File: config.mk
export PLATFORM = sky130hd
export DESIGN_NAME = pt_walker
export DESIGN_NICKNAME = d
export VERILOG_FILES = /design/src/rtl/pt_pkg.sv /design/src/rtl/pt_addr_gen.sv /design/src/rtl/pt_pte_decode.sv /design/src/rtl/pt_walk_ctrl.sv /design/src/rtl/pt_walker.sv
export SDC_FILE = /design/constraint.sdc
export NUM_CORES = 1
export LEC_CHECK = 0
export BUFFER_PORTS_ARGS = -buffer_cell sky130_fd_sc_hd__buf_2
export CELL_PAD_IN_SITES_DETAIL_PLACEMENT = 1
export CELL_PAD_IN_SITES_GLOBAL_PLACEMENT = 2
export CORE_AREA = 10 10 154 156
export CTS_CLUSTER_DIAMETER = 30
export DETAILED_ROUTE_END_ITERATION = 10
export DIE_AREA = 0 0 164 166
export PLACE_DENSITY_LB_ADDON = 0.2
export SYNTH_ARGS = -nofsm -noshare
export SYNTH_HDL_FRONTEND = slang
export SYNTH_SLANG_ARGS = --single-unit
export TNS_END_PERCENT = 10
File: constraint.sdc
create_clock -name clk -period 2.8 [get_ports clk]
set_clock_uncertainty 0.2 [all_clocks]
set_input_delay 0.14 -clock clk [delete_from_list [all_inputs] [get_ports clk]]
set_output_delay 0.14 -clock clk [all_outputs]
set_load 0.01 [all_outputs]
File: src/rtl/pt_pkg.sv
package pt_pkg;

  localparam int unsigned FLAG_W    = 6;
  localparam int unsigned BIT_VALID = 0;
  localparam int unsigned BIT_RD    = 1;
  localparam int unsigned BIT_WR    = 2;
  localparam int unsigned BIT_EX    = 3;
  localparam int unsigned BIT_REF   = 4;
  localparam int unsigned BIT_DIRTY = 5;

  typedef struct packed {
    logic dirty;
    logic refd;
    logic ex;
    logic wr;
    logic rd;
    logic valid;
  } pte_flags_t;

  typedef enum logic [2:0] {
    WS_IDLE,
    WS_L1_REQ,
    WS_L1_WAIT,
    WS_L2_REQ,
    WS_L2_WAIT,
    WS_DONE,
    WS_FAULT
  } walk_state_e;

  function automatic pte_flags_t unpack_flags(input logic [FLAG_W-1:0] raw);
    pte_flags_t f;
    f.valid = raw[BIT_VALID];
    f.rd    = raw[BIT_RD];
    f.wr    = raw[BIT_WR];
    f.ex    = raw[BIT_EX];
    f.refd  = raw[BIT_REF];
    f.dirty = raw[BIT_DIRTY];
    return f;
  endfunction

endpackage

File: src/rtl/pt_addr_gen.sv
module pt_addr_gen #(
  parameter int unsigned PA_W   = 32,
  parameter int unsigned IDX_W  = 10,
  parameter int unsigned ENT_SH = 2
) (
  input  logic [PA_W-1:0]  table_base,
  input  logic [IDX_W-1:0] idx,
  output logic [PA_W-1:0]  entry_addr
);

  // byte address of slot idx in a table of 2**ENT_SH-byte entries
  function automatic logic [PA_W-1:0] slot_addr(input logic [PA_W-1:0] b,
                                                input logic [IDX_W-1:0] i);
    return b + (PA_W'(i) << ENT_SH);
  endfunction

  assign entry_addr = slot_addr(table_base, idx);

endmodule

File: src/rtl/pt_pte_decode.sv
module pt_pte_decode
  import pt_pkg::*;
#(
  parameter int unsigned PTE_W = 32,
  parameter int unsigned OFF_W = 12,
  localparam int unsigned PFN_W = PTE_W - OFF_W,
  localparam int unsigned PA_W  = PFN_W + OFF_W
) (
  input  logic [PTE_W-1:0] raw,
  output logic [PFN_W-1:0] pfn,
  output logic [PA_W-1:0]  frame_base,
  output pte_flags_t       flags
);

  logic [OFF_W-1:0] low_bits;

  assign pfn        = raw[PTE_W-1:OFF_W];
  assign low_bits   = raw[OFF_W-1:0];
  assign frame_base = {pfn, {OFF_W{1'b0}}};
  assign flags      = unpack_flags(low_bits[FLAG_W-1:0]);

  // bits between the flags and the frame field are reserved
  logic unused_rsvd;
  assign unused_rsvd = ^low_bits[OFF_W-1:FLAG_W];

endmodule

File: src/rtl/pt_walk_ctrl.sv
module pt_walk_ctrl
  import pt_pkg::*;
#(
  parameter int unsigned VA_W  = 32,
  parameter int unsigned PA_W  = 32,
  parameter int unsigned PFN_W = 20,
  parameter int unsigned OFF_W = 12
) (
  input  logic             clk,
  input  logic             rst_n,
  input  logic             req_valid,
  output logic             req_ready,
  input  logic [VA_W-1:0]  req_vaddr,
  input  logic [PA_W-1:0]  req_base,
  output logic [VA_W-1:0]  vaddr_q,
  output logic [PA_W-1:0]  base_q,
  output logic [PA_W-1:0]  l2_base_q,
  input  logic [PA_W-1:0]  l1_addr,
  input  logic [PA_W-1:0]  l2_addr,
  output logic             mem_req_valid,
  input  logic             mem_req_ready,
  output logic [PA_W-1:0]  mem_req_addr,
  input  logic             mem_rsp_valid,
  input  pte_flags_t       rsp_flags,
  input  logic [PFN_W-1:0] rsp_pfn,
  input  logic [PA_W-1:0]  rsp_frame,
  output logic             walk_done,
  output logic             walk_fault,
  output logic             fault_lvl,
  output logic [PFN_W-1:0] res_pfn,
  output logic [PA_W-1:0]  res_paddr,
  output logic [2:0]       res_perm,
  output logic             res_dirty,
  output logic             res_ref
);

  walk_state_e state_q;

  // named internal events for the assertions
  logic req_fire;
  logic l1_rsp_ev;
  logic l2_rsp_ev;
  logic l1_miss_ev;
  logic l2_miss_ev;

  assign req_fire   = req_valid && (state_q == WS_IDLE);
  assign l1_rsp_ev  = mem_rsp_valid && (state_q == WS_L1_WAIT);
  assign l2_rsp_ev  = mem_rsp_valid && (state_q == WS_L2_WAIT);
  assign l1_miss_ev = l1_rsp_ev && !rsp_flags.valid;
  assign l2_miss_ev = l2_rsp_ev && !rsp_flags.valid;

  always_ff @(posedge clk) begin
    if (!rst_n) begin
      state_q   <= WS_IDLE;
      vaddr_q   <= '0;
      base_q    <= '0;
      l2_base_q <= '0;
      fault_lvl <= 1'b0;
      res_pfn   <= '0;
      res_perm  <= '0;
      res_dirty <= 1'b0;
      res_ref   <= 1'b0;
    end else begin
      unique case (state_q)
        WS_IDLE: begin
          if (req_fire) begin
            vaddr_q <= req_vaddr;
            base_q  <= req_base;
            state_q <= WS_L1_REQ;
          end
        end
        WS_L1_REQ: if (mem_req_ready) state_q <= WS_L1_WAIT;
        WS_L1_WAIT: begin
          if (l1_miss_ev) begin
            fault_lvl <= 1'b0;
            state_q   <= WS_FAULT;
          end else if (l1_rsp_ev) begin
            l2_base_q <= rsp_frame;
            state_q   <= WS_L2_REQ;
          end
        end
        WS_L2_REQ: if (mem_req_ready) state_q <= WS_L2_WAIT;
        WS_L2_WAIT: begin
          if (l2_miss_ev) begin
            fault_lvl <= 1'b1;
            state_q   <= WS_FAULT;
          end else if (l2_rsp_ev) begin
            res_pfn   <= rsp_pfn;
            res_perm  <= {rsp_flags.ex, rsp_flags.wr, rsp_flags.rd};
            res_dirty <= rsp_flags.dirty;
            res_ref   <= rsp_flags.refd;
            state_q   <= WS_DONE;
          end
        end
        WS_DONE:  state_q <= WS_IDLE;
        WS_FAULT: state_q <= WS_IDLE;
        default:  state_q <= WS_IDLE;
      endcase
    end
  end

  assign req_ready     = (state_q == WS_IDLE);
  assign mem_req_valid = (state_q == WS_L1_REQ) || (state_q == WS_L2_REQ);
  assign mem_req_addr  = (state_q == WS_L2_REQ) ? l2_addr : l1_addr;
  assign walk_done     = (state_q == WS_DONE);
  assign walk_fault    = (state_q == WS_FAULT);
  assign res_paddr     = {res_pfn, vaddr_q[OFF_W-1:0]};


  done_fault_excl_chk: assert property (@(posedge clk) disable iff (!rst_n)
    !(walk_done && walk_fault));


  single_pulse_chk: assert property (@(posedge clk) disable iff (!rst_n)
    (walk_done || walk_fault) |=> !(walk_done || walk_fault));


  req_hold_chk: assert property (@(posedge clk) disable iff (!rst_n)
    (mem_req_valid && !mem_req_ready) |=> (mem_req_valid && $stable(mem_req_addr)));


  l1_abort_chk: assert property (@(posedge clk) disable iff (!rst_n)
    l1_miss_ev |=> (walk_fault && !fault_lvl && !mem_req_valid));


  l2_abort_chk: assert property (@(posedge clk) disable iff (!rst_n)
    l2_miss_ev |=> (walk_fault && fault_lvl));


  busy_after_accept_chk: assert property (@(posedge clk) disable iff (!rst_n)
    req_fire |=> !req_ready);


  l2_needs_l1_chk: assert property (@(posedge clk) disable iff (!rst_n)
    (l1_rsp_ev && rsp_flags.valid) |=> (mem_req_valid && $stable(vaddr_q)));

endmodule

File: src/rtl/pt_walker.sv
module pt_walker
  import pt_pkg::*;
#(
  parameter int unsigned IDX1_W = 10,
  parameter int unsigned IDX2_W = 10,
  parameter int unsigned OFF_W  = 12,
  parameter int unsigned PTE_W  = 32,
  localparam int unsigned PFN_W = PTE_W - OFF_W,
  localparam int unsigned PA_W  = PFN_W + OFF_W,
  localparam int unsigned VA_W  = IDX1_W + IDX2_W + OFF_W
) (
  input  logic             clk,
  input  logic             rst_n,
  input  logic             req_valid,
  output logic             req_ready,
  input  logic [VA_W-1:0]  req_vaddr,
  input  logic [PA_W-1:0]  req_base,
  output logic             mem_req_valid,
  input  logic             mem_req_ready,
  output logic [PA_W-1:0]  mem_req_addr,
  input  logic             mem_rsp_valid,
  input  logic [PTE_W-1:0] mem_rsp_data,
  output logic             walk_done,
  output logic             walk_fault,
  output logic             fault_lvl,
  output logic [PFN_W-1:0] res_pfn,
  output logic [PA_W-1:0]  res_paddr,
  output logic [2:0]       res_perm,
  output logic             res_dirty,
  output logic             res_ref
);

  localparam int unsigned ENT_SH  = $clog2(PTE_W / 8);
  localparam int unsigned IDX_MAX = (IDX1_W > IDX2_W) ? IDX1_W : IDX2_W;
  localparam int unsigned LEVELS  = 2;

  logic [VA_W-1:0]    vaddr_q;
  logic [PA_W-1:0]    base_q;
  logic [PA_W-1:0]    l2_base_q;
  logic [IDX_MAX-1:0] lvl_idx  [LEVELS];
  logic [PA_W-1:0]    lvl_base [LEVELS];
  logic [PA_W-1:0]    lvl_addr [LEVELS];

  assign lvl_idx[0]  = IDX_MAX'(vaddr_q[VA_W-1 -: IDX1_W]);
  assign lvl_idx[1]  = IDX_MAX'(vaddr_q[OFF_W +: IDX2_W]);
  assign lvl_base[0] = base_q;
  assign lvl_base[1] = l2_base_q;

  for (genvar g = 0; g < LEVELS; g++) begin : g_lvl
    pt_addr_gen #(
      .PA_W  (PA_W),
      .IDX_W (IDX_MAX),
      .ENT_SH(ENT_SH)
    ) u_addr (
      .table_base(lvl_base[g]),
      .idx       (lvl_idx[g]),
      .entry_addr(lvl_addr[g])
    );
  end

  logic [PFN_W-1:0] rsp_pfn;
  logic [PA_W-1:0]  rsp_frame;
  pte_flags_t       rsp_flags;

  pt_pte_decode #(
    .PTE_W(PTE_W),
    .OFF_W(OFF_W)
  ) u_decode (
    .raw       (mem_rsp_data),
    .pfn       (rsp_pfn),
    .frame_base(rsp_frame),
    .flags     (rsp_flags)
  );

  pt_walk_ctrl #(
    .VA_W (VA_W),
    .PA_W (PA_W),
    .PFN_W(PFN_W),
    .OFF_W(OFF_W)
  ) u_ctrl (
    .clk          (clk),
    .rst_n        (rst_n),
    .req_valid    (req_valid),
    .req_ready    (req_ready),
    .req_vaddr    (req_vaddr),
    .req_base     (req_base),
    .vaddr_q      (vaddr_q),
    .base_q       (base_q),
    .l2_base_q    (l2_base_q),
    .l1_addr      (lvl_addr[0]),
    .l2_addr      (lvl_addr[1]),
    .mem_req_valid(mem_req_valid),
    .mem_req_ready(mem_req_ready),
    .mem_req_addr (mem_req_addr),
    .mem_rsp_valid(mem_rsp_valid),
    .rsp_flags    (rsp_flags),
    .rsp_pfn      (rsp_pfn),
    .rsp_frame    (rsp_frame),
    .walk_done    (walk_done),
    .walk_fault   (walk_fault),
    .fault_lvl    (fault_lvl),
    .res_pfn      (res_pfn),
    .res_paddr    (res_paddr),
    .res_perm     (res_perm),
    .res_dirty    (res_dirty),
    .res_ref      (res_ref)
  );


  offset_passthru_chk: assert property (@(posedge clk) disable iff (!rst_n)
    walk_done |-> (res_paddr[OFF_W-1:0] == vaddr_q[OFF_W-1:0]));

endmodule

* After elaboration in Yosys (flattened, before gate mapping) *
Cells that the tools add are included.

operators by class
  muxes and demuxes = 12
  bitwise operators = 2
  add/subtract/negate cells = 2
  equal/unequal tests = 13
  reduce and logical (&&, ||, !) cells = 14

operator list
  kind                                                                    count
  32-bit by 12-bit adder with 32-bit output                               2
  32-bit two-way mux                                                      1
  3-bit two-way mux                                                       7
  3-bit case mux with 5 select lines                                      1
  3-bit equality test (second input constant)                             3
  3-bit AND reduction                                                     3
  3-bit by 2-bit equality test with 1-bit output (second input constant)  2
  2-bit by 1-bit != test with 1-bit output (second input constant)        3
  3-bit by 1-bit != test with 1-bit output (second input constant)        2
  1-bit logical AND                                                       5
  5-bit AND reduction                                                     1
  2-bit != test (second input constant)                                   2
  3-bit by 1-bit equality test with 1-bit output (second input constant)  1
  3-bit zero test                                                         1
  1-bit two-way mux                                                       2
  1-bit NOT                                                               2
  1-bit case mux with 2 select lines                                      1
  2-bit AND reduction                                                     1
  2-bit nonzero test                                                      1
  1-bit zero test                                                         1
  1-bit logical OR                                                        1

storage, ports and cells
  bits in registers = 113
  input port bits = 101

* Logic depth before layout (Yosys ltp) *
Gate-level depths: netlist (run 1).

  depth in word-level cells = 5
  gate-level depth with buffers = 8
  mapped depth without buffers = 8

* Modules after synthesis *
From an unflattened synthesis (run 1), not the netlist that was laid out.

second synthesis, totals
  cells, all modules = 938
  area total of the unflattened synthesis = 7738.7 µm²

modules (own cells, without submodules)
  module         cells an instance  area each (µm²)  times used
  pt_walk_ctrl   637                5540.3           1
  pt_addr_gen    121                879.6            2
  pt_pte_decode  59                 439.2            1

* Worst setup path after synthesis (run 1) *
Ideal clock, no wire load.

  path kind = reg2out
  start = reg u_ctrl.base_q[2]
  end = out mem_req_addr[18]
  path buffers = 0
  stages on the path, launching flop included = 9
  arrival time = 2.309 ns
  setup slack = 0.151 ns
  path through = dfxtp_1 > ha_1 > fa_1 > a211oi_1 > o211ai_2 > a41oi_4 > nor3_1 > xnor2_1 > o21ai_0

on the way
  word-level cells in the longest chain between the ends = 2

RTL lines
  element                                    line                 source
  from (decl)                                pt_walk_ctrl.sv:16   output logic [PA_W-1:0] base_q,
  from (signal assigned)                     pt_walk_ctrl.sv:68   base_q <= req_base;
  32-bit by 12-bit adder with 32-bit output  pt_addr_gen.sv:14    return b + (PA_W'(i) << ENT_SH);
  32-bit two-way mux                         pt_walk_ctrl.sv:104  assign mem_req_addr = (state_q == WS_L2_REQ) ? l2_addr : l1_addr;
  to (decl)                                  pt_walker.sv:20      output logic [PA_W-1:0] mem_req_addr,

Every way passes these cells.

* Worst setup path after layout (run 1) *
  start = reg u_ctrl.vaddr_q[22]
  end = out mem_req_addr[26]

on the way
  word-level cells in the longest chain between the ends = 2

RTL lines
  element                                    line                 source
  from (decl)                                pt_walk_ctrl.sv:15   output logic [VA_W-1:0] vaddr_q,
  from (signal assigned)                     pt_walk_ctrl.sv:67   vaddr_q <= req_vaddr;
  32-bit by 12-bit adder with 32-bit output  pt_addr_gen.sv:14
  32-bit two-way mux                         pt_walk_ctrl.sv:104

Every way passes these cells.

==> qor.csv, run 1 <==
metric,value,unit
status,"complete, but fails checks",
violated_checks,negative setup slack,
criticalPathCategory,reg -> out,
postSynth.topFlopCell,sky130_fd_sc_hd__dfxtp_1,
regToRegEndpoint,u_ctrl.base_q[2],
die_width,164,um
postRouteWirelength,21.58,mm
leakage,3.604,nW
maxClockFrequency,327.5,MHz
ys_async_sr_fraction,0,
synth_enable_flop_cells,0,
syn-mean-instance-area,7.752,um2
layout_setup_ws,-0.2532,ns
yosysWarningCount,0,
grt_pass1_vias,6551,
final_layout_size_suffix_gt1_frac,0.2802,
drt-pass1-iter-count,4,
placement.io_buffers,188,
clkSlewWorstSetupHoldPaths,0.05,ns
synth.top_cells.by_area,"sky130_fd_sc_hd__dfxtp_1 40%, sky130_fd_sc_hd__nand2_1 17%, sky130_fd_sc_hd__a21boi_0 15%, sky130_fd_sc_hd__buf_4 2.6%, sky130_fd_sc_hd__o21ai_0 2.5%",
grt_antenna_before_repair,1,
timing_hold_violations_final,0,
placedInstanceArea,0.006810,mm2
worstHoldPathType,in -> reg,
cts-root-buf,sky130_fd_sc_hd__clkbuf_16,
r2r_start,u_ctrl.state_q[2],
totalNegativeSetupSlack,-3.300,ns
number_of_filler_instances_in_the_final_layout,2509,
irDropWorstVdd,0.3701,mV
most_used_cells_in_the_layout_excluding_fill_and_tap_cells,"259 x sky130_fd_sc_hd__nand2_1, 187 x sky130_fd_sc_hd__buf_2, 111 x sky130_fd_sc_hd__a21boi_0, 108 x sky130_fd_sc_hd__dfxtp_1, 90 x sky130_fd_sc_hd__dlygate4sd3_1",
power_density,568.0,mW/mm2
worst_setup_path_end_kind,primary output,
netlist_instances,735,
cp.required,2.46,ns
cap_violations,0,
tritoncts,yes,
clock_insertion_delay_worst_skew,0.41,ns
dp.cells,1148,
crit_start,u_ctrl.vaddr_q[22],
route.antenna.remaining_nets,0,
tightestPinTransition,0.7113,ns
start_util,0.2754,
yosysUniqueCellTypes,48,
h_tree_level_count,4,
timing_max_transition_violations_final,0,
floorplan.core_area,0.02069,mm2
globalRouteTotalUtil,0.1587,
timing.critical_path.fanout_max,6,
netlist.area_leader.share,0.3970,
die_h,166,um
drt_drc_violations_left,0,
numCtsBuffers,17,
yosys_register_bits,113,
drt-wirelength-per-cell,16.88,um
sequential_cell_area,0.002268,mm2
final.period_utilization,1.090,
syn-num-nets,847,
startpoint_of_the_lowest_slack_hold_path,mem_rsp_valid,
layoutNonFillerInstCount,1279,
cp.arrival,2.71,ns
r2r_cells,5,
syn_area,0.005698,mm2
place_hpwl,15.15,mm
post-route-min-period,3.053,ns
pin_count,195,
layout.cell_area.non_filler,0.008591,mm2
initial_drc_count,194,
sequential_element_share_of_the_synthesized_area,0.3970,
layout-area-overhead-vs-synth,50.77,%
placementRows,53,
grt_overflow,0,
setup_viol,21,
crit_path_end,mem_req_addr[26],
gp_routability_congestion,0.7651,
routed-via-count,5870,
clockBufferDepth,2,
clock-sinks,113,
slew_headroom,0.5258,
critPathLaunchType,flop,
area_enclosed_by_the_die_boundary,0.02722,mm2
grt_first_pass_wirelength,34.78,mm
final_nets,1102,
yosysTopAreaCell,sky130_fd_sc_hd__dfxtp_1,
grt_max_degree,114,
vias_per_cell,4.590,
worst-r2r-setup-slack,0.63,ns
dp_worst_setup_slack,-0.1681,ns
combined_area_of_the_multi_input_logic_cells,0.003258,mm2
rsz0062_at_grt,yes,
mostFrequentLayoutCell,sky130_fd_sc_hd__nand2_1,
==> cells by family after synthesis <==
logic type,count (synthesis),synth area share
simple gates,324,0.2336
compound gates,190,0.2396
flops,113,0.3970
buf+inv,70,0.06258
xor+xnor,26,0.03997
fa+ha+maj,11,0.02547
mux,1,0.001757
==> registers in the layout, summed over array words and instances, names as in the netlist <==
name	count
u_ctrl.base_q	32
u_ctrl.vaddr_q	32
u_ctrl.l2_base_q	20
u_ctrl.res_pfn	20
u_ctrl.res_perm	3
u_ctrl.state_q	3
u_ctrl.fault_lvl	1
u_ctrl.res_dirty	1
u_ctrl.res_ref	1
==> cell usage after synthesis, types with 2 or more instances <==
cell type	n
sky130_fd_sc_hd__a211oi_1	6
sky130_fd_sc_hd__a21boi_0	111
sky130_fd_sc_hd__a21o_1	5
sky130_fd_sc_hd__a21oi_1	15
sky130_fd_sc_hd__and2_1	7
sky130_fd_sc_hd__and3_1	7
sky130_fd_sc_hd__and4_1	2
sky130_fd_sc_hd__buf_2	8
sky130_fd_sc_hd__buf_4	20
sky130_fd_sc_hd__clkbuf_1	36
sky130_fd_sc_hd__dfxtp_1	113
sky130_fd_sc_hd__ha_1	10
sky130_fd_sc_hd__inv_1	4
sky130_fd_sc_hd__nand2_1	260
sky130_fd_sc_hd__nand2b_1	2
sky130_fd_sc_hd__nand3_1	3
sky130_fd_sc_hd__nand4_1	3
sky130_fd_sc_hd__nor2_1	21
sky130_fd_sc_hd__nor2b_1	5
sky130_fd_sc_hd__nor3_1	8
sky130_fd_sc_hd__o2111ai_2	2
sky130_fd_sc_hd__o21a_1	2
sky130_fd_sc_hd__o21ai_0	28
sky130_fd_sc_hd__o21ai_1	9
sky130_fd_sc_hd__xnor2_1	11
sky130_fd_sc_hd__xor2_1	15
==> critical path, cell delays in order, from the launching register on <==
cell and delay, ns:
sky130_fd_sc_hd__dfxtp_2 0.33, sky130_fd_sc_hd__ha_4 0.16, sky130_fd_sc_hd__fa_2 0.38, sky130_fd_sc_hd__a211oi_2 0.22
sky130_fd_sc_hd__buf_4 0.16, sky130_fd_sc_hd__o211ai_4 0.08, sky130_fd_sc_hd__a41oi_4 0.20, sky130_fd_sc_hd__buf_12 0.16
sky130_fd_sc_hd__buf_8 0.11, sky130_fd_sc_hd__nor4b_4 0.04, sky130_fd_sc_hd__xnor2_1 0.13, sky130_fd_sc_hd__o21ai_1 0.15
sky130_fd_sc_hd__buf_2 0.16
==> worst min-delay path by stage <==
stage          depth (start not counted)                 to  slack, ns
2_1_floorplan                          2  u_ctrl.base_q[23]       0.08
3_3_place_gp                           3  u_ctrl.vaddr_q[0]       0.19
3_5_place_dp                           3  u_ctrl.vaddr_q[2]       0.20
4_1_cts                                4   u_ctrl.fault_lvl       0.03
5_1_grt                                4   u_ctrl.fault_lvl        0.1
6_report                               4   u_ctrl.fault_lvl       0.06
==> stage by stage <==
stage	util	power, mW	hold WS, ns
after floorplan	-	2.172	0.08492
after global placement	0.3292	2.460	0.1913
after detailed placement	0.3292	2.483	0.2010
after CTS	0.4087	4.924	0.02913
after global routing	0.4152	5.117	0.09963
final	0.4152	4.879	0.05681
==> layer usage <==
layer,GRT usage,share of wire
met5,0,0
met1,0.1839,0.44
met4,0.04120,0.012
met3,0.04685,0.050
met2,0.2767,0.50
==> final cells by class <==
cell class,instances,share of cell area
Multi-Input combinational cell,552,0.3793
Antenna cell,1,0.0002913
Clock inverter,11,0.01864
Inverter,4,0.001748
Tap cell,275,0.04005
Sequential cell,113,0.2641
Clock buffer,21,0.05360
Timing Repair Buffer,302,0.2424
==> what timing repair did <==
action,CTS,global route
endpoints found under the hold margin,112,0
gates resized for setup,33,17
hold buffers,90,0
pin swaps,19,5
setup buffers,4,4
endpoints found under the setup margin,23,24
==> power by group <==
part / internal, mW / switching (mW)
Clock: 1.53 / 0.772
Combinational: 0.375 / 0.428
Sequential: 1.70 / 0.0809
(Power assumes the default switching activity.)
==> run 2, diff against run 1 <==
ABC_AREA = 1   (was unset)
CORE_AREA = 10 10 162 164   (was 10 10 154 156)
DIE_AREA = 0 0 172 174   (was 0 0 164 166)
==> qor.csv, run 2 <==
metric,value,unit,change
status,"complete, no violations",,
seqPwrFrac,0.317,,-0.047
pin_count,195,,unchanged
yosysUniqueCellTypes,32,,-33%
switching_share,0.3695,,+0.1071
postSynth.topFlopCell,sky130_fd_sc_hd__dfxtp_1,,
grt_first_pass_wirelength,38.60,mm,+11%
synth.top_cells.by_area,"sky130_fd_sc_hd__dfxtp_1 38%, sky130_fd_sc_hd__nand2_1 14%, sky130_fd_sc_hd__nand3_1 9.8%, sky130_fd_sc_hd__a21oi_1 8.3%, sky130_fd_sc_hd__o21ai_0 4.7%",,
clock_insertion_delay_worst_skew,0.43,ns,+0.02 ns
layoutNonFillerInstCount,1449,,+13%
timing.critical_path.fanout_max,8,,+2
reg.largest.list,"u_ctrl.base_q (32), u_ctrl.vaddr_q (32)",,
clk_network_pwr_share,0.364,,-0.107
critPathLaunchType,flop,,
irDropWorstVdd,0.3792,mV,+2.5%
count_leader_synth,sky130_fd_sc_hd__nand2_1,,
ys_async_sr_fraction,0,,unchanged
yosysWarningCount,0,,unchanged
cts-root-buf,sky130_fd_sc_hd__clkbuf_16,,
startpoint_of_the_lowest_slack_hold_path,rst_n,,
power_density,765.1,mW/mm2,+35%
drt_drc_violations_left,0,,unchanged
die_h,174,um,+4.8%
drt-wirelength-per-cell,16.74,um,-0.78%
tightestPinTransition,0.7290,ns,+0.01771 ns
floorplan.core_area,0.02312,mm2,+12%
maxClockFrequency,377.1,MHz,+15%
timing_max_transition_violations_final,0,,unchanged
cellInternalPower,4.222,mW,+17%
layout-area-overhead-vs-synth,48.44,%,
comb_power_share,0.318,,+0.153
syn_area,0.005897,mm2,+3.5%
rsz0062_at_grt,yes,,
total_power,6.697,mW,+37%
numCtsBuffers,17,,unchanged
drt-pass1-iter-count,4,,unchanged
post-route-min-period,2.652,ns,-0.4013 ns
post-route-util,0.3786,,-0.03664
hold-worst-slack,0.02436,ns,-0.03246 ns
crit_start,u_ctrl.base_q[2],,
criticalPathCategory,reg -> out,,
netlist.area_leader.share,0.3836,,-0.01339
tritoncts,yes,,
worstHoldPathType,in -> reg,,
grt_max_degree,53,,-54%
dp.cells,1312,,+14%
route.antenna.remaining_nets,0,,unchanged
vias_per_cell,4.578,,-0.24%
layout_setup_ws,0.1481,ns,+0.4013 ns
placement.io_buffers,188,,unchanged
cp.required,2.46,ns,about the same
globalRouteTotalUtil,0.1628,,+0.004059
worst_setup_path_end_kind,primary output,,
diodes,0,,-1
clock-sinks,113,,unchanged
cp.arrival,2.31,ns,-0.40 ns
netlist_instances,885,,+20%
totalNegativeSetupSlack,0,ns,+3.300 ns
clkSlewWorstSetupHoldPaths,0.06,ns,about the same
h_tree_level_count,4,,unchanged
layout.cell_area.non_filler,0.008753,mm2,+1.9%
area_enclosed_by_the_die_boundary,0.02993,mm2,+9.9%
place_hpwl,17.72,mm,+17%
die_width,172,um,+4.9%
gp_routability_congestion,0.8037,,+5.0%
grt_overflow,0,,unchanged
yosysTopAreaCell,sky130_fd_sc_hd__dfxtp_1,,
most_used_cells_in_the_layout_excluding_fill_and_tap_cells,"221 x sky130_fd_sc_hd__nand2_1, 187 x sky130_fd_sc_hd__buf_2, 113 x sky130_fd_sc_hd__dfxtp_1, 109 x sky130_fd_sc_hd__nand3_1, 104 x sky130_fd_sc_hd__dlygate4sd3_1",,
slew_headroom,0.5135,,-0.01234
p_switching,2.475,mW,+93%
timing_hold_violations_final,0,,unchanged
final_layout_size_suffix_gt1_frac,0.2485,,-0.03167
syn-mean-instance-area,6.663,um2,-14%
cap_violations,0,,unchanged
setup_viol,0,,-100%
routed-via-count,6634,,+13%
initial_drc_count,241,,+24%
leakage,4.054,nW,+12%
clockBufferDepth,2,,unchanged
yosys_register_bits,113,,unchanged
worst-r2r-setup-slack,0.57,ns,-0.06 ns
start_util,0.2550,,-0.02037
syn-num-nets,997,,+18%
postRouteWirelength,24.26,mm,+12%
sequential_element_share_of_the_synthesized_area,0.3836,,-0.01339
final_nets,1258,,+14%
synthTopCellsByCount,"225 x sky130_fd_sc_hd__nand2_1, 116 x sky130_fd_sc_hd__nand3_1, 113 x sky130_fd_sc_hd__dfxtp_1",,
final.period_utilization,0.9471,,-0.1433
grt_pass1_vias,7067,,+7.9%
placementRows,56,,+5.7%
dp_worst_setup_slack,0.2791,ns,+0.4472 ns
synth_enable_flop_cells,0,,unchanged
r2r_start,u_ctrl.state_q[1],,
grt_antenna_before_repair,0,,-1
placedInstanceArea,0.006933,mm2,+1.8%
mostFrequentLayoutCell,sky130_fd_sc_hd__nand2_1,,
[run 2: changes by cell type after synthesis, sizes merged, moves of 6 or more]
cell and change:
a21boi -110, xor2 -14, buf +19, clkbuf -20, xnor2 -7, a21oi +82
o21ai +25, and3 -7, nand2 -28, nor2 +59, and2 -6, inv +71
nand3 +117, a211oi -6
[run 2: worst paths after layout]
check,cells after the start,endpoint
min reg2reg,2,u_ctrl.vaddr_q[17]
min,3,u_ctrl.l2_base_q[27]
max reg2reg,7,u_ctrl.vaddr_q[4]
max,12,mem_req_addr[30]
[run 2: per-layer routing]
metal	global-route usage	part of all wire
met4	0.03665	0.0080
met3	0.04486	0.047
met5	0	0
met1	0.2065	0.47
met2	0.2667	0.48
[run 2: worst max-delay path, cell delays in order (launching register included)]
cell                      delay (ns)
sky130_fd_sc_hd__dfxtp_1        0.31
sky130_fd_sc_hd__ha_2           0.21
sky130_fd_sc_hd__fa_2           0.39
sky130_fd_sc_hd__nand3_1        0.11
sky130_fd_sc_hd__nand3_2        0.12
sky130_fd_sc_hd__nand3_2        0.11
sky130_fd_sc_hd__nand2_4        0.10
sky130_fd_sc_hd__nand2_1        0.08
sky130_fd_sc_hd__nand2_1        0.05
sky130_fd_sc_hd__nand2_1        0.07
sky130_fd_sc_hd__nand2_2        0.08
sky130_fd_sc_hd__nand2_1        0.11
sky130_fd_sc_hd__buf_2          0.14
[run 2: cell families (layout without fill, tap and decap cells)]
group | Yosys count | count (layout) | share of synthesized area
AO/OA/AOI/OAI | 165 | 165 | 0.1415
XOR/XNOR | 5 | 5 | 0.007426
adder cells (fa/ha/maj) | 11 | 11 | 0.02461
buffers and inverters | 141 | 415 | 0.1137
flip-flops | 113 | 113 | 0.3836
AND/OR/NAND/NOR | 450 | 450 | 0.3291
[run 2: power groups by stage]
stage / logic [mW] / registers (mW) / clock network [mW]
3_3_place_gp: 1.97 / 2.14 / 0
2_1_floorplan: 1.26 / 2.09 / 0
5_1_grt: 2.40 / 2.16 / 2.58
3_5_place_dp: 1.97 / 2.15 / 0
4_1_cts: 2.14 / 2.12 / 2.51
6_report: 2.13 / 2.12 / 2.44
[run 2: area by class of cell]
type | instances | area (um2)
inverter | 76 | 285.3
timing repair buffer | 307 | 2110
multi-input combinational | 631 | 3087
fill | 2952 | 14370
clock buffer | 17 | 425.4
sequential | 113 | 2262
clock inverter | 15 | 221.5
tap | 290 | 362.8
[run 2: timing repair]
| item | in CTS | in global routing |
|---|---|---|
| gates resized for setup | 4 | 28 |
| gates cloned | 0 | 0 |
| pin swaps | 0 | 1 |
| endpoints found under the hold margin | 113 | 0 |
| hold buffers | 104 | 0 |
| endpoints found under the setup margin | 8 | 18 |
| setup buffers | 0 | 1 |
==> run 3, diff against run 2 <==
CORE_AREA = 2 2 154 156   (was 10 10 162 164)
DIE_AREA = 0 0 156 158   (was 0 0 172 174)
==> qor.csv, run 3 (synthesis results as in run 2) <==
metric,value,unit,change
status,"complete, no violations",,
layout-area-overhead-vs-synth,46.13,%,
timing_max_transition_violations_final,0,,unchanged
clock_insertion_delay_worst_skew,0.42,ns,about the same
tritoncts,yes,,
final_layout_size_suffix_gt1_frac,0.2478,,-0.0006565
final.period_utilization,0.9410,,-0.006109
most_used_cells_in_the_layout_excluding_fill_and_tap_cells,"218 x sky130_fd_sc_hd__nand2_1, 188 x sky130_fd_sc_hd__buf_2, 113 x sky130_fd_sc_hd__dfxtp_1, 112 x sky130_fd_sc_hd__nand3_1, 99 x sky130_fd_sc_hd__dlygate4sd3_1",,
critPathLaunchType,flop,,
initial_drc_count,321,,+33%
post-route-min-period,2.635,ns,-0.01710 ns
power_density,733.1,mW/mm2,-4.2%
layout_setup_ws,0.1653,ns,+0.01710 ns
numCtsBuffers,17,,unchanged
drt-wirelength-per-cell,15.85,um,-5.3%
die_h,158,um,-9.2%
dp_worst_setup_slack,0.2936,ns,+0.01447 ns
leakage,4.019,nW,-0.85%
placementRows,56,,unchanged
maxClockFrequency,379.5,MHz,+0.65%
cp.arrival,2.29,ns,-0.02 ns
grt_overflow,0,,unchanged
timing.critical_path.fanout_max,7,,-1
diodes,0,,unchanged
cp.required,2.46,ns,about the same
pin_count,195,,unchanged
criticalPathCategory,reg -> out,,
routed-via-count,6654,,+0.30%
cap_violations,0,,unchanged
start_util,0.2558,,+0.0007752
grt_pass1_vias,6942,,-1.8%
reg.largest.list,"u_ctrl.base_q (32), u_ctrl.vaddr_q (32)",,
tightestPinTransition,0.6400,ns,-0.08898 ns
hold-worst-slack,0.2514,ns,+0.2271 ns
setup_viol,0,,unchanged
postRouteWirelength,22.89,mm,-5.7%
h_tree_level_count,4,,unchanged
grt_antenna_before_repair,0,,unchanged
placement.io_buffers,188,,unchanged
irDropWorstVdd,0.4274,mV,+13%
rsz0062_at_grt,yes,,
globalRouteTotalUtil,0.1875,,+0.02475
place_hpwl,15.98,mm,-9.8%
mostFrequentLayoutCell,sky130_fd_sc_hd__nand2_1,,
grt_first_pass_wirelength,36.11,mm,-6.5%
clock-sinks,113,,unchanged
floorplan.core_area,0.02305,mm2,-0.30%
drt_drc_violations_left,0,,unchanged
area_enclosed_by_the_die_boundary,0.02465,mm2,-18%
die_width,156,um,-9.3%
grt_max_degree,51,,-3.8%
slew_headroom,0.5729,,+0.05939
worstHoldPathType,reg -> reg,,
vias_per_cell,4.608,,+0.65%
route.antenna.remaining_nets,0,,unchanged
cts-root-buf,sky130_fd_sc_hd__clkbuf_16,,
clockBufferDepth,2,,unchanged
worst_setup_path_end_kind,primary output,,
final_nets,1253,,-0.40%
clkSlewWorstSetupHoldPaths,0.06,ns,about the same
drt-pass1-iter-count,4,,unchanged
timing_hold_violations_final,0,,unchanged
gp_routability_congestion,0.8192,,+1.9%
-- run 3: through the flow --
stage	setup TNS, ns	instances	total power, mW	area (um2)	utilization
after floorplan	0	885	3.348	5897	-
after global placement	0	1310	4.085	6943	0.3012
after detailed placement	0	1310	4.100	6943	0.3012
after CTS	0	1443	6.390	8524	0.3698
after global routing	-0.0006071	1444	6.777	8617	0.3738
final	0	1444	6.317	8617	0.3738
-- run 3: worst max-delay path: stages, from the launching register on --
cell and delay, ns:
sky130_fd_sc_hd__dfxtp_1 0.32, sky130_fd_sc_hd__ha_2 0.21, sky130_fd_sc_hd__fa_2 0.37, sky130_fd_sc_hd__buf_4 0.15, sky130_fd_sc_hd__nand3_1 0.14, sky130_fd_sc_hd__nand3_4 0.14
sky130_fd_sc_hd__nand2_1 0.08, sky130_fd_sc_hd__nand2_1 0.05, sky130_fd_sc_hd__nand2_1 0.09, sky130_fd_sc_hd__nand2_2 0.09, sky130_fd_sc_hd__nand2_1 0.08, sky130_fd_sc_hd__buf_2 0.15
-- run 3: where the power goes --
group          leakage (nW)  switching [mW]  internal, mW  total, mW
Sequential            0.923           0.236          1.89       2.12
Combinational          2.83            1.29         0.792       2.08
Clock                 0.265           0.879          1.23       2.11
-- run 3: cell type report --
type	instances	area (um2)
Timing Repair Buffer	302	2082
Fill cell	2951	14440
Tap cell	290	362.8
Multi-Input combinational cell	631	3064
Inverter	76	285.3
Sequential cell	113	2262
Clock buffer	19	432.9
Clock inverter	13	127.6
-- run 3: routing by layer --
layer  global-route usage  part of all wire  routed length, um  up-vias
li1                     -                 -                  -     3378
met1               0.2438              0.47              10760     3121
met2               0.3123              0.47              10820      131
met3              0.04435             0.042                963       24
met4              0.05024             0.015                344        0
met5                    0                 0                  0        -
-- run 3: path summary, 6_finish.rpt --
check        cells after the start  slack (ns)            endpoint                from
max                             11        0.17    mem_req_addr[28]    u_ctrl.base_q[2]
min reg2reg                      2        0.25  u_ctrl.vaddr_q[14]  u_ctrl.vaddr_q[14]
min                              2        0.25  u_ctrl.vaddr_q[14]  u_ctrl.vaddr_q[14]
max reg2reg                      7        0.56  u_ctrl.res_perm[2]   u_ctrl.state_q[1]
-- run 3: timing repair --
| action | in CTS | in global routing |
|---|---|---|
| gates resized for setup | 5 | 24 |
| hold endpoints to repair | 113 | 0 |
| hold buffers | 99 | 0 |
| setup endpoints to repair | 9 | 15 |
| pin swaps | 1 | 1 |
| buffers inserted | 2 | 1 |
